--- config.mk ---
export PLATFORM = sky130hd
export DESIGN_NAME = sr_write_guard
export DESIGN_NICKNAME = d
export VERILOG_FILES = /design/src/rtl/sr_write_guard.sv
export SDC_FILE = /design/constraint.sdc
export NUM_CORES = 1
export LEC_CHECK = 0
export ABC_AREA = 1
export BUFFER_PORTS_ARGS = -buffer_cell sky130_fd_sc_hd__buf_2
export CAP_MARGIN = 20
export CELL_PAD_IN_SITES_DETAIL_PLACEMENT = 1
export CELL_PAD_IN_SITES_GLOBAL_PLACEMENT = 1
export CORE_MARGIN = 2
export CORE_UTILIZATION = 35
export DETAILED_ROUTE_END_ITERATION = 6
export PLACE_DENSITY_LB_ADDON = 0.1
export RECOVER_POWER = 25
export SYNTH_ARGS = -nofsm -noshare
export SYNTH_HDL_FRONTEND = slang
export SYNTH_SLANG_ARGS = --single-unit
--- constraint.sdc ---
create_clock -name clk -period 1.7 [get_ports clk]
set_input_delay 0.34 -clock clk [delete_from_list [all_inputs] [get_ports clk]]
set_output_delay 0.34 -clock clk [all_outputs]
set_load 0.1 [all_outputs]
--- src/rtl/sr_write_guard.sv ---
module sr_write_guard #(
  parameter logic [7:0] ARM_OP  = 8'h50,
  parameter logic [7:0] WREN_OP = 8'h06,
  parameter logic [7:0] WR_OP   = 8'h01
) (
  input  logic       clk,
  input  logic       rst_n,
  input  logic       ce_n,
  input  logic       sck,
  input  logic       si,
  input  logic       wp_n,
  output logic [7:0] status_o
);
  localparam logic [7:0] WMASK = 8'h9C;

  logic ce_s, ce_d, sck_s, sck_d, si_s, wp_s;
  logic [2:0] bitpos;
  logic [1:0] nbytes;
  logic [6:0] sh;
  logic [7:0] opcode, data, status;
  logic armed;

  wire sck_rise = !ce_s && sck_s && !sck_d;
  wire ce_fall  = !ce_s && ce_d;
  wire ce_rise  = ce_s && !ce_d;
  wire [7:0] next_byte = {sh, si_s};

  wire frame_ok = (bitpos == 3'd0) && (nbytes != 2'd0);
  wire is_arm   = (opcode == ARM_OP) || (opcode == WREN_OP);
  wire is_wr    = (opcode == WR_OP);
  wire commit   = frame_ok && is_wr && (nbytes >= 2'd2) && armed && (wp_s || !status[7]);

  always_ff @(posedge clk) begin
    if (!rst_n) begin
      ce_s  <= 1'b1;
      ce_d  <= 1'b1;
      sck_s <= 1'b0;
      sck_d <= 1'b0;
      si_s  <= 1'b0;
      wp_s  <= 1'b0;
    end else begin
      ce_s  <= ce_n;
      ce_d  <= ce_s;
      sck_s <= sck;
      sck_d <= sck_s;
      si_s  <= si;
      wp_s  <= wp_n;
    end
  end

  always_ff @(posedge clk) begin
    if (!rst_n) begin
      bitpos <= '0;
      nbytes <= '0;
      sh     <= '0;
      opcode <= '0;
      data   <= '0;
    end else if (ce_fall) begin
      bitpos <= '0;
      nbytes <= '0;
    end else if (sck_rise) begin
      sh     <= next_byte[6:0];
      bitpos <= bitpos + 3'd1;
      if (bitpos == 3'd7) begin
        if (nbytes == 2'd0) opcode <= next_byte;
        if (nbytes == 2'd1) data   <= next_byte;
        if (nbytes != 2'd3) nbytes <= nbytes + 2'd1;
      end
    end
  end

  always_ff @(posedge clk) begin
    if (!rst_n) begin
      armed  <= 1'b0;
      status <= '0;
    end else if (ce_rise) begin
      armed <= frame_ok && is_arm;
      if (commit) status <= data & WMASK;
    end
  end

  assign status_o = status;
endmodule


==> impl_metrics.env <==
export IMPL_outcome="completed"
export IMPL_h_tree_depth=2
export IMPL_globalRouteOverflowTotal=0
export IMPL_synth_area_leaders="dfxtp_1 (46%), nor2_1 (13%), o21ai_0 (7.5%), nand2_1 (7.4%), ha_1 (5.7%)"
export IMPL_grt_max_degree=27
export IMPL_cts_root_buf="clkbuf_8"
export IMPL_area_delta_synth_final_pct=11.0
export IMPL_clock_path_buffers=2
export IMPL_final_hold_viol_count=0
export IMPL_drtAntennaViolNets=0
export IMPL_arrival_ns=1.67
export IMPL_synth_warnings=0
export IMPL_worst_slew_pin_slew_ns=0.898
export IMPL_drv_slew=0
export IMPL_clk_latency_ns=0.28
export IMPL_synthTopCellsByCount="nor2_1 (52), dfxtp_1 (35), nand2_1 (30)"
export IMPL_core_area_um2=4260
export IMPL_p_per_area_nw_per_um2=910
export IMPL_ys_ff_latch=35
export IMPL_place_ws_ns=0.246
export IMPL_dp_hpwl_um=2500
export IMPL_synth_top_area_share_pct=45.9
export IMPL_cts_sinks=35
export IMPL_fill_cells=559
export IMPL_final_setup_tns_ns=0
export IMPL_wl_per_cell_um=12.1
export IMPL_yosysMostFrequentCell="nor2_1"
export IMPL_synth_avg_cell_area_um2=7.56
export IMPL_grtUsageTotal_pct=14.5
export IMPL_antennaDiodeCount=0
export IMPL_ir_drop_mv=0.440
export IMPL_cts_buffers=5
export IMPL_grt_pass1_wl_um=5630
export IMPL_finalCriticalPeriod_ns=1.45
export IMPL_cts_post_setup_buffers_inserted=0
export IMPL_drtPass1Iterations=4
export IMPL_gp_congestion=0.691
export IMPL_die_h_um=70.1
export IMPL_end_kind="flip-flop"
export IMPL_ys_flop_type="dfxtp_1"
export IMPL_min_period_over_period_pct=85.1
export IMPL_synth_edf_count=0
export IMPL_netlist_instances=202
export IMPL_place_port_buffers=9
export IMPL_ioPinCount=14
export IMPL_syn_cell_area_um2=1530
export IMPL_fin_ws_ns=0.253
export IMPL_grt_pass1_vias=1261
export IMPL_synth_area_leader_cell="dfxtp_1"
export IMPL_slew_headroom_pct=40.2
export IMPL_synthDistinctLibCells=24
export IMPL_setup_viol=0
export IMPL_start_util_pct=35.8
export IMPL_hold_class="primary input to flip-flop"
export IMPL_wirelength_um=3240
export IMPL_async_flop_share_pct=0
export IMPL_rsz0062_at_grt="false"
export IMPL_drive_gt1_share_pct=12.6
export IMPL_power_w=0.00154
export IMPL_required_ns=1.92
export IMPL_num_rows=24
export IMPL_critical_path_startpoint_type="flip-flop"
export IMPL_fmax_mhz=691
export IMPL_maxCapViolCount=0
export IMPL_antenna_found_initial=0
export IMPL_worstSetupPathType="flip-flop to flip-flop"
export IMPL_post_cts_resized=0
export IMPL_final_nets=228
export IMPL_cts_tree="built"
export IMPL_cts_hold_buf=0
export IMPL_vias_per_cell=4.53
export IMPL_skew_ns=0.00717
export IMPL_die_area_um2=4910
export IMPL_drt_iter0_markers=30
export IMPL_clkTransAtPathRegs_ns=0.07
export IMPL_synth_seq_area_share_pct=45.9
export IMPL_power_leakage_nw=0.844
export IMPL_remaining_drc_errors=0
export IMPL_fp_dieW_um=70.1
export IMPL_vias=1209
export IMPL_cp_max_fo=8
-- cell families (layout without fill, tap and decap cells) --
logic type	after synthesis	after routing	synth area share (%)
adder cells (fa/ha/maj)	7	7	5.73
flip-flops	35	35	45.9
buffers and inverters	33	43	9.58
AO/OA/AOI/OAI	30	30	9.83
other	1	4	0.245
AND/OR/NAND/NOR	96	96	28.7
-- metal layers --
metal  global-route usage, %  vias to the layer above  part of all wire, %
li1                        -                      637                    -
met1                    16.8                      556                   46
met2                    25.7                       11                   50
met3                    3.90                        5                  2.4
met4                    5.13                        0                  1.4
met5                       0                        -                    0
-- cell usage in the layout (no fill, tap or decap) --
| master | n |
|---|---|
| nor2_4 | 1 |
| nand3_1 | 1 |
| nor2_1 | 52 |
| inv_2 | 2 |
| nand3_2 | 1 |
| buf_2 | 8 |
| conb_1 | 4 |
| inv_1 | 23 |
| nand2_1 | 30 |
| clkinv_4 | 1 |
| or2_2 | 1 |
| nor2_8 | 1 |
| nor3_1 | 1 |
| nand4_4 | 1 |
| ha_1 | 7 |
| nand2_4 | 1 |
| nor2_2 | 2 |
| dfxtp_1 | 35 |
| clkinv_2 | 1 |
| clkbuf_1 | 2 |
| a21oi_1 | 7 |
| nand3b_1 | 3 |
| clkbuf_8 | 6 |
| nand2_2 | 1 |
| o21ai_0 | 23 |
-- final timing paths --
check | start | endpoint | slack (ns) | cells past startpoint
worst min-delay path | wp_n | wp_s$_SDFF_PN0_ | 0.24 | 3
worst min register to register | sck_s$_SDFF_PN0_ | sck_d$_SDFF_PN0_ | 0.46 | 2
worst max-delay path | nbytes[0]$_SDFFE_PP0P_ | status_o[4]$_SDFFE_PN0P_ | 0.25 | 7
worst max register to register | nbytes[0]$_SDFFE_PP0P_ | status_o[4]$_SDFFE_PN0P_ | 0.25 | 7
-- final cells by class --
type	count	area (µm²)	share of cell area, %
clock buffers	6	82.6	4.87
clock inverters	1	5.00	0.295
inverters	26	103	6.05
multi-input cells	137	692	40.8
flip-flops and latches	35	701	41.3
well taps	52	65.1	3.84
repair buffers	10	47.5	2.80
-- flip-flops by register name, summed over array words and instances, names as in the netlist --
name and cells:
nbytes 2, ce_d 1, si_s 1, armed 1, status_o 4, data 4, wp_s 1, sh 7
bitpos 3, opcode 8, ce_s 1, sck_d 1, sck_s 1
-- metrics by stage --
| stage | cells | util (%) | hold WS (ns) | cell area, µm² |
|---|---|---|---|---|
| 3_3_place_gp | 260 | 37.8 | 0.436 | 1610 |
| 2_1_floorplan | 205 | - | 0.428 | 1540 |
| 5_1_grt | 267 | 39.8 | 0.239 | 1700 |
| 6_report | 267 | 39.8 | 0.241 | 1700 |
| 3_5_place_dp | 260 | 37.8 | 0.452 | 1610 |
| 4_1_cts | 267 | 39.9 | 0.231 | 1700 |
-- critical path: stages (launching register included) --
cell and delay [ns]:
dfxtp_1 0.41, inv_1 0.11, ha_1 0.26, nor2_1 0.15, nand3_2 0.18, nand2_1 0.10
nand2_1 0.05, nor2_1 0.12
-- power breakdown --
group	switching (W)	total (W)	internal [W]	leakage, nW
Combinational	0.0000733	0.0000911	0.0000178	0.514
Clock	0.000296	0.000614	0.000318	0.0470
Sequential	0.00000635	0.000837	0.000830	0.284
Total	0.000376	0.00154	0.00117	0.844
Note: power is estimated with default switching activity, not from simulation.
